<file path="config.mk">
export PLATFORM = sky130hd
export DESIGN_NAME = tuple_chain_walker
export DESIGN_NICKNAME = d
export VERILOG_FILES = /design/src/rtl/tcw_pkg.sv /design/src/rtl/tcw_rd_port.sv /design/src/rtl/tcw_guard.sv /design/src/rtl/tcw_fsm.sv /design/src/rtl/tuple_chain_walker.sv
export SDC_FILE = /design/constraint.sdc
export NUM_CORES = 1
export LEC_CHECK = 0
export BUFFER_PORTS_ARGS = -buffer_cell sky130_fd_sc_hd__buf_2
export CAP_MARGIN = 15
export CELL_PAD_IN_SITES_DETAIL_PLACEMENT = 1
export CELL_PAD_IN_SITES_GLOBAL_PLACEMENT = 2
export CORE_MARGIN = 2
export CORE_UTILIZATION = 35
export CTS_CLUSTER_DIAMETER = 50
export CTS_CLUSTER_SIZE = 24
export DETAILED_ROUTE_END_ITERATION = 6
export MAX_ROUTING_LAYER = met4
export PLACE_DENSITY = 0.95
export SLEW_MARGIN = 15
export SYNTH_ARGS = -nofsm -noshare
export SYNTH_HDL_FRONTEND = slang
export SYNTH_SLANG_ARGS = --single-unit
</file>
<file path="constraint.sdc">
create_clock -name clk -period 7.4 [get_ports clk]
set_clock_uncertainty 0.15 [all_clocks]
set_input_delay 0.74 -clock clk [delete_from_list [all_inputs] [get_ports clk]]
set_output_delay 0.74 -clock clk [all_outputs]
set_load 0.03 [all_outputs]
</file>
<file path="src/rtl/tcw_pkg.sv">
// Shared types and constants for the tuple chain walker.
// Assumes byte-wide records whose code and link use 0xFF as terminators.
package tcw_pkg;
    typedef enum logic [2:0] {
        ST_IDLE,
        ST_CHECK,
        ST_WCODE,
        ST_WLINK,
        ST_EMIT
    } tcw_state_t;

    localparam logic [7:0] CODE_END  = 8'hFF;
    localparam logic [7:0] LINK_LAST = 8'hFF;
endpackage

</file>
<file path="src/rtl/tcw_rd_port.sv">
// Single-outstanding read port. It turns a one-cycle go into a held
// request and returns one registered data byte with a done pulse.
// Assumes go is issued only while no request is pending.
module tcw_rd_port #(
    parameter int AW = 12
) (
    input  logic          clk,
    input  logic          rst_n,
    input  logic          go,
    input  logic [AW-1:0] go_addr,
    output logic          mem_req,
    output logic [AW-1:0] mem_addr,
    input  logic          mem_ack,
    input  logic [7:0]    mem_data,
    output logic          rd_done,
    output logic [7:0]    rd_data
);
    // Hold the request until acknowledged, then capture the data.
    always_ff @(posedge clk) begin
        if (!rst_n) begin
            mem_req  <= 1'b0;
            mem_addr <= '0;
            rd_done  <= 1'b0;
            rd_data  <= '0;
        end else begin
            rd_done <= 1'b0;
            if (mem_req && mem_ack) begin
                mem_req <= 1'b0;
                rd_data <= mem_data;
                rd_done <= 1'b1;
            end else if (go && !mem_req) begin
                mem_req  <= 1'b1;
                mem_addr <= go_addr;
            end
        end
    end

    AST_REQ_HOLD: assert property (@(posedge clk) disable iff (!rst_n)
        mem_req && !mem_ack |=> mem_req && $stable(mem_addr));
    AST_ONE_OUTSTANDING: assert property (@(posedge clk) disable iff (!rst_n)
        mem_req && mem_ack |=> !mem_req);
endmodule

</file>
<file path="src/rtl/tcw_guard.sv">
// Safety limits for the walk: counts the records passed and flags a base
// address beyond the readable bound. Assumes clr comes at walk start and
// inc once for each record advanced past.
module tcw_guard #(
    parameter int BW         = 14,
    parameter int MAX_RECS   = 64,
    parameter int ADDR_LIMIT = 4094
) (
    input  logic          clk,
    input  logic          rst_n,
    input  logic          clr,
    input  logic          inc,
    input  logic [BW-1:0] base,
    output logic          stop
);
    localparam int CW = $clog2(MAX_RECS + 1);

    logic [CW-1:0] cnt;

    // Count the records advanced past during the current walk.
    always_ff @(posedge clk) begin
        if (!rst_n) begin
            cnt <= '0;
        end else if (clr) begin
            cnt <= '0;
        end else if (inc) begin
            cnt <= cnt + CW'(1);
        end
    end

    // Stop when the count limit is reached or the link byte would be out of bound.
    always_comb begin
        stop = (cnt == CW'(MAX_RECS)) || (base > BW'(ADDR_LIMIT - 2));
    end

    AST_CNT_BOUND: assert property (@(posedge clk) disable iff (!rst_n)
        cnt <= CW'(MAX_RECS));
endmodule

</file>
<file path="src/rtl/tcw_fsm.sv">
// Walk sequencer: it reads code and link per record, decides whether to
// stop, emit, match or advance, and holds the current record base.
// Assumes the read port accepts a go only when idle and returns one byte.
module tcw_fsm
    import tcw_pkg::*;
#(
    parameter int AW = 12,
    parameter int BW = 14
) (
    input  logic          clk,
    input  logic          rst_n,
    input  logic          start,
    input  logic          search_en,
    input  logic [7:0]    search_code,
    output logic          rd_go,
    output logic [AW-1:0] rd_addr,
    input  logic          rd_done,
    input  logic [7:0]    rd_data,
    input  logic          guard_stop,
    output logic          guard_clr,
    output logic          guard_inc,
    output logic [BW-1:0] base,
    output logic          rec_valid,
    input  logic          rec_ready,
    output logic [7:0]    rec_code,
    output logic [AW-1:0] rec_addr,
    output logic [7:0]    rec_len,
    output logic          done,
    output logic          found,
    output logic [AW-1:0] found_addr,
    output logic          err
);
    tcw_state_t    state;
    logic [7:0]    code_q;
    logic [7:0]    link_q;
    logic          srch_q;
    logic [7:0]    scode_q;
    logic [7:0]    adv_link;
    logic [BW-1:0] base_next;
    logic          adv;

    // Choose the link that sets the step and compute the next record base.
    always_comb begin
        adv_link  = (state == ST_EMIT) ? link_q : rd_data;
        base_next = base + BW'({adv_link, 1'b0}) + BW'(4);
        adv = ((state == ST_WLINK) && rd_done && srch_q && (code_q != scode_q)
                  && (rd_data != LINK_LAST))
           || ((state == ST_EMIT) && rec_ready && (link_q != LINK_LAST));
    end

    // Issue reads: code at the base, link two addresses above it.
    always_comb begin
        rd_go   = 1'b0;
        rd_addr = base[AW-1:0];
        if (state == ST_CHECK) begin
            rd_go = !guard_stop;
        end else if (state == ST_WCODE) begin
            rd_go   = rd_done && (rd_data != CODE_END);
            rd_addr = base[AW-1:0] + AW'(2);
        end
    end

    // Drive the guard counter and the record port.
    always_comb begin
        guard_clr = (state == ST_IDLE) && start;
        guard_inc = adv;
        rec_valid = (state == ST_EMIT);
        rec_code  = code_q;
        rec_addr  = base[AW-1:0];
        rec_len   = link_q;
    end

    // Main walk sequence and the result registers.
    always_ff @(posedge clk) begin
        if (!rst_n) begin
            state      <= ST_IDLE;
            base       <= '0;
            code_q     <= '0;
            link_q     <= '0;
            srch_q     <= 1'b0;
            scode_q    <= '0;
            done       <= 1'b0;
            found      <= 1'b0;
            found_addr <= '0;
            err        <= 1'b0;
        end else begin
            done <= 1'b0;
            case (state)
                ST_IDLE: begin
                    if (start) begin
                        base       <= '0;
                        srch_q     <= search_en;
                        scode_q    <= search_code;
                        found      <= 1'b0;
                        found_addr <= '0;
                        err        <= 1'b0;
                        state      <= ST_CHECK;
                    end
                end
                ST_CHECK: begin
                    if (guard_stop) begin
                        err   <= 1'b1;
                        done  <= 1'b1;
                        state <= ST_IDLE;
                    end else begin
                        state <= ST_WCODE;
                    end
                end
                ST_WCODE: begin
                    if (rd_done) begin
                        code_q <= rd_data;
                        if (rd_data == CODE_END) begin
                            done  <= 1'b1;
                            state <= ST_IDLE;
                        end else begin
                            state <= ST_WLINK;
                        end
                    end
                end
                ST_WLINK: begin
                    if (rd_done) begin
                        link_q <= rd_data;
                        if (!srch_q) begin
                            state <= ST_EMIT;
                        end else if (code_q == scode_q) begin
                            found      <= 1'b1;
                            found_addr <= base[AW-1:0];
                            done       <= 1'b1;
                            state      <= ST_IDLE;
                        end else if (rd_data == LINK_LAST) begin
                            done  <= 1'b1;
                            state <= ST_IDLE;
                        end else begin
                            base  <= base_next;
                            state <= ST_CHECK;
                        end
                    end
                end
                ST_EMIT: begin
                    if (rec_ready) begin
                        if (link_q == LINK_LAST) begin
                            done  <= 1'b1;
                            state <= ST_IDLE;
                        end else begin
                            base  <= base_next;
                            state <= ST_CHECK;
                        end
                    end
                end
                default: state <= ST_IDLE;
            endcase
        end
    end

    AST_CODE_END_STOP: assert property (@(posedge clk) disable iff (!rst_n)
        (state == ST_WCODE) && rd_done && (rd_data == CODE_END)
        |=> done && !found && !err && !rd_go);
    AST_LAST_LINK_DONE: assert property (@(posedge clk) disable iff (!rst_n)
        rec_valid && rec_ready && (rec_len == LINK_LAST) |=> done && !rec_valid);
    AST_REC_HOLD: assert property (@(posedge clk) disable iff (!rst_n)
        rec_valid && !rec_ready |=> rec_valid && $stable(rec_code)
            && $stable(rec_addr) && $stable(rec_len));
    AST_SEARCH_SILENT: assert property (@(posedge clk) disable iff (!rst_n)
        srch_q |-> !rec_valid);
    AST_DONE_EXCL: assert property (@(posedge clk) disable iff (!rst_n)
        done |-> !(found && err));
    AST_START_IGNORED: assert property (@(posedge clk) disable iff (!rst_n)
        (state == ST_WCODE) && !rd_done && start |=> (state == ST_WCODE));
endmodule

</file>
<file path="src/rtl/tuple_chain_walker.sv">
// Top of the tuple chain walker: read port, limit guard and walk sequencer.
// Assumes attribute bytes sit at even addresses and the memory answers each
// request with exactly one acknowledge.
module tuple_chain_walker #(
    parameter int AW         = 12,
    parameter int MAX_RECS   = 64,
    parameter int ADDR_LIMIT = (1 << AW) - 2
) (
    input  logic          clk,
    input  logic          rst_n,
    input  logic          start,
    input  logic          search_en,
    input  logic [7:0]    search_code,
    output logic          mem_req,
    output logic [AW-1:0] mem_addr,
    input  logic          mem_ack,
    input  logic [7:0]    mem_data,
    output logic          rec_valid,
    input  logic          rec_ready,
    output logic [7:0]    rec_code,
    output logic [AW-1:0] rec_addr,
    output logic [7:0]    rec_len,
    output logic          done,
    output logic          found,
    output logic [AW-1:0] found_addr,
    output logic          err
);
    localparam int BW = AW + 2;

    logic          rd_go;
    logic [AW-1:0] rd_addr;
    logic          rd_done;
    logic [7:0]    rd_data;
    logic          guard_stop;
    logic          guard_clr;
    logic          guard_inc;
    logic [BW-1:0] base;

    tcw_rd_port #(.AW(AW)) u_rd (
        .clk      (clk),
        .rst_n    (rst_n),
        .go       (rd_go),
        .go_addr  (rd_addr),
        .mem_req  (mem_req),
        .mem_addr (mem_addr),
        .mem_ack  (mem_ack),
        .mem_data (mem_data),
        .rd_done  (rd_done),
        .rd_data  (rd_data)
    );

    tcw_guard #(.BW(BW), .MAX_RECS(MAX_RECS), .ADDR_LIMIT(ADDR_LIMIT)) u_guard (
        .clk   (clk),
        .rst_n (rst_n),
        .clr   (guard_clr),
        .inc   (guard_inc),
        .base  (base),
        .stop  (guard_stop)
    );

    tcw_fsm #(.AW(AW), .BW(BW)) u_fsm (
        .clk         (clk),
        .rst_n       (rst_n),
        .start       (start),
        .search_en   (search_en),
        .search_code (search_code),
        .rd_go       (rd_go),
        .rd_addr     (rd_addr),
        .rd_done     (rd_done),
        .rd_data     (rd_data),
        .guard_stop  (guard_stop),
        .guard_clr   (guard_clr),
        .guard_inc   (guard_inc),
        .base        (base),
        .rec_valid   (rec_valid),
        .rec_ready   (rec_ready),
        .rec_code    (rec_code),
        .rec_addr    (rec_addr),
        .rec_len     (rec_len),
        .done        (done),
        .found       (found),
        .found_addr  (found_addr),
        .err         (err)
    );
endmodule

</file>
==> flow_metrics.py <==
metrics = {
    "global_routing": {
        "grt_max_degree": 62,
        "grt_pass1_vias": 3897,
        "grt-ovfl-total": 0,
        "grt_pass1_wl_mm": 19.5,
        "antenna_found_initial": 0,
        "grt_usage_pct": 19.7,
    },
    "sta": {
        "slew_violations": 0,
        "fmax_ghz": 0.258,
        "hold_viol": 0,
        "fin_ws_ns": 3.52,
        "tightestPinTransition_ns": 1.01,
        "setup_viol": 0,
        "min_period_over_period_pct": 52.5,
        "relSlewSlack_pct": 32.8,
        "rsz0062_at_grt": "no",
        "layout_min_cycle_time_ns": 3.88,
        "fin_tns_setup_ns": 0,
    },
    "logic_synthesis": {
        "synth_cells": 517,
        "ys_seq_elements": 83,
        "ys.flop_type": "dfxtp_1",
        "post_synth.cell_area_avg_um2": 8.16,
        "synth_area_um2": 4220,
        "synth_top_cells_by_area": "dfxtp_1, nand2_1, a21oi_1",
        "yosysTopAreaCell": "dfxtp_1",
        "synth_edf_count": 0,
        "ys_seq_area_share_pct": 39.4,
        "async_flop_share_pct": 0,
        "synth.top_cell.area_share_pct": 39.4,
        "synth_warnings": 0,
        "synth_cell_type_count": 55,
    },
    "worst_hold_path": {
        "hold_path_class": "reg -> reg",
    },
    "floorplanning": {
        "dieHeight_um": 114,
        "die_width_um": 114,
        "core_area_um2": 11900,
        "dieArea_um2": 12900,
        "start_util_pct": 35.4,
        "num_rows": 40,
        "ios": 79,
    },
    "critical_path": {
        "cp-end-kind": "flop",
        "startpoint_type": "flop",
        "crit_arrival_ns": 4.01,
        "worstSetupPathType": "reg -> reg",
        "critical_path_required_ns": 7.52,
        "cp_max_fo": 16,
    },
    "clocking": {
        "cts.sinks": 83,
        "htree_levels": 3,
        "worstSkewPairLatency_ns": 0.35,
        "cts-root-buf": "clkbuf_16",
        "cts_setup_buffers": 0,
        "cts_tree": "built",
        "numCtsBuffers": 9,
        "cts.path.max_buffers": 2,
        "cts_hold_buffers": 0,
        "path_clk_slew_ns": 0.06,
        "cts.repair.resized": 0,
    },
    "placed_design": {
        "place_ws_ns": 3.62,
        "gp_congestion": 0.855,
        "numPortBuffers": 75,
        "dp_hpwl_mm": 8.80,
    },
    "pwr": {
        "power_mw": 1.29,
        "ir_drop_mv": 0.139,
        "p_leak_nw": 2.23,
        "p_per_area_nw_per_um2": 262,
    },
    "routing": {
        "wl_per_cell_um": 16.4,
        "drt.antenna.violating_nets": 0,
        "first_pass_iters": 4,
        "wl_mm": 11.8,
        "drcViolationCount": 0,
        "drtIter0Drc": 214,
        "vias": 3792,
        "avgViaCountPerCell": 5.27,
    },
    "layout": {
        "final_nets": 610,
        "fillCellCount": 1473,
        "antenna_cells": 0,
        "utilization_pct": 41.2,
        "drive_gt1_share_pct": 17.1,
        "areaGrowthSynthToFinish_pct": 16.3,
    },
    "run_status": {
        "status": "complete, no violations",
    },
    "flow_run": {
        "cap_violations": 0,
    },
}
[sequential cells by signal, indices dropped and copies added (netlist names)]
register          count
u_fsm.found_addr     11
u_rd.rd_data          8
u_fsm.base           13
u_rd.mem_req          1
u_rd.rd_done          1
u_rd.mem_addr        11
u_fsm.scode_q         8
u_fsm.found           1
u_fsm.rec_len         8
u_fsm.srch_q          1
u_guard.cnt           7
u_fsm.state           3
u_fsm.rec_code        8
u_fsm.err             1
u_fsm.done            1
[worst max-delay path, cell delays in order, from the launching register on]
cell	delay, ns
dfxtp_1	0.65
or3b_1	0.51
inv_1	0.35
nand2_1	0.15
nand2_1	0.06
ha_1	0.18
ha_1	0.21
fa_1	0.45
a211oi_1	0.32
o21ai_0	0.15
o211ai_1	0.14
o2bb2ai_1	0.20
o21ai_0	0.13
a21oi_1	0.16
[power by group]
group	switching, mW	internal, mW	total (mW)
logic	0.195	0.0981	0.293
clock network	0.182	0.303	0.485
registers	0.0409	0.469	0.510
[kinds of logic (layout without fill, tap and decap cells)]
family / after synthesis / in the layout / share of synthesized area (%)
AO/OA/AOI/OAI: 110 / 110 / 16.6
XOR/XNOR: 25 / 25 / 5.19
adder cells (fa/ha/maj): 20 / 20 / 6.11
buffers and inverters: 53 / 106 / 6.41
flip-flops: 83 / 83 / 39.4
multiplexers: 14 / 14 / 3.32
other: 1 / 3 / 0.0889
AND/OR/NAND/NOR: 211 / 211 / 22.9
[placed cells by master, fill, tap and decap left out, types with 3 or more instances in the layout]
| cell type | n |
|---|---|
| buf_2 | 75 |
| nor2_1 | 37 |
| nor4_1 | 4 |
| a2bb2oi_1 | 4 |
| dfxtp_1 | 83 |
| nand3b_1 | 4 |
| and3_1 | 4 |
| xor2_1 | 16 |
| clkbuf_16 | 9 |
| a21o_1 | 5 |
| nand2_1 | 112 |
| or3_1 | 5 |
| inv_1 | 13 |
| o211ai_1 | 3 |
| a31oi_1 | 3 |
| a21oi_1 | 52 |
| mux2i_1 | 14 |
| o21ai_0 | 12 |
| nand4_1 | 9 |
| xnor2_1 | 9 |
| a22o_1 | 11 |
| nand3_1 | 21 |
| ha_1 | 19 |
| conb_1 | 3 |
[through the flow]
step	hold WS, ns	std cells	area, um^2
floorplan	0.298	519	4230
global placement	0.283	704	4590
detailed placement	0.290	704	4590
CTS	0.303	719	4910
global route	0.335	719	4910
finish	0.298	719	4910
[Yosys cell counts (2+ instances only)]
library cell / number
nand2_1: 112
dfxtp_1: 83
a21oi_1: 52
nor2_1: 37
nand3_1: 21
ha_1: 19
buf_4: 17
clkbuf_1: 16
xor2_1: 16
mux2i_1: 14
inv_1: 13
o21ai_0: 12
a22o_1: 11
nand4_1: 9
xnor2_1: 9
buf_2: 6
a21o_1: 5
or3_1: 5
a2bb2oi_1: 4
and3_1: 4
nand3b_1: 4
nor4_1: 4
a31oi_1: 3
o211ai_1: 3
a22oi_1: 2
nand2b_1: 2
nor3_1: 2
nor4b_1: 2
o2bb2ai_1: 2
o31ai_1: 2
o32ai_1: 2
[routing by layer]
| layer | global-route usage, % | up-vias | part of all wire [%] |
|---|---|---|---|
| met5 | - | - | 0 |
| met4 | 8.46 | 0 | 2.3 |
| met3 | 3.29 | 22 | 3.2 |
| met2 | 31.9 | 83 | 47 |
| met1 | 24.4 | 1806 | 47 |
| li1 | - | 1881 | - |
[final timing paths]
kind	from	endpoint	slack (ns)	cells past startpoint
max reg2reg	u_fsm.state[0]	u_fsm.base[10]	3.52	13
min reg2reg	u_fsm.found	u_fsm.found	0.30	1
min	u_fsm.found	u_fsm.found	0.30	1
max	u_fsm.state[0]	u_fsm.base[10]	3.52	13
[area by class of cell]
type / instances / area [um^2] / area share, %
well taps: 147 / 184 / 3.75
multi-input cells: 383 / 2300 / 46.9
inverters: 14 / 52.6 / 1.07
repair buffers: 77 / 390 / 7.96
clock buffers: 11 / 243 / 4.95
flip-flops and latches: 83 / 1660 / 33.9
clock inverters: 4 / 75.1 / 1.53
(Power assumes the default switching activity.)
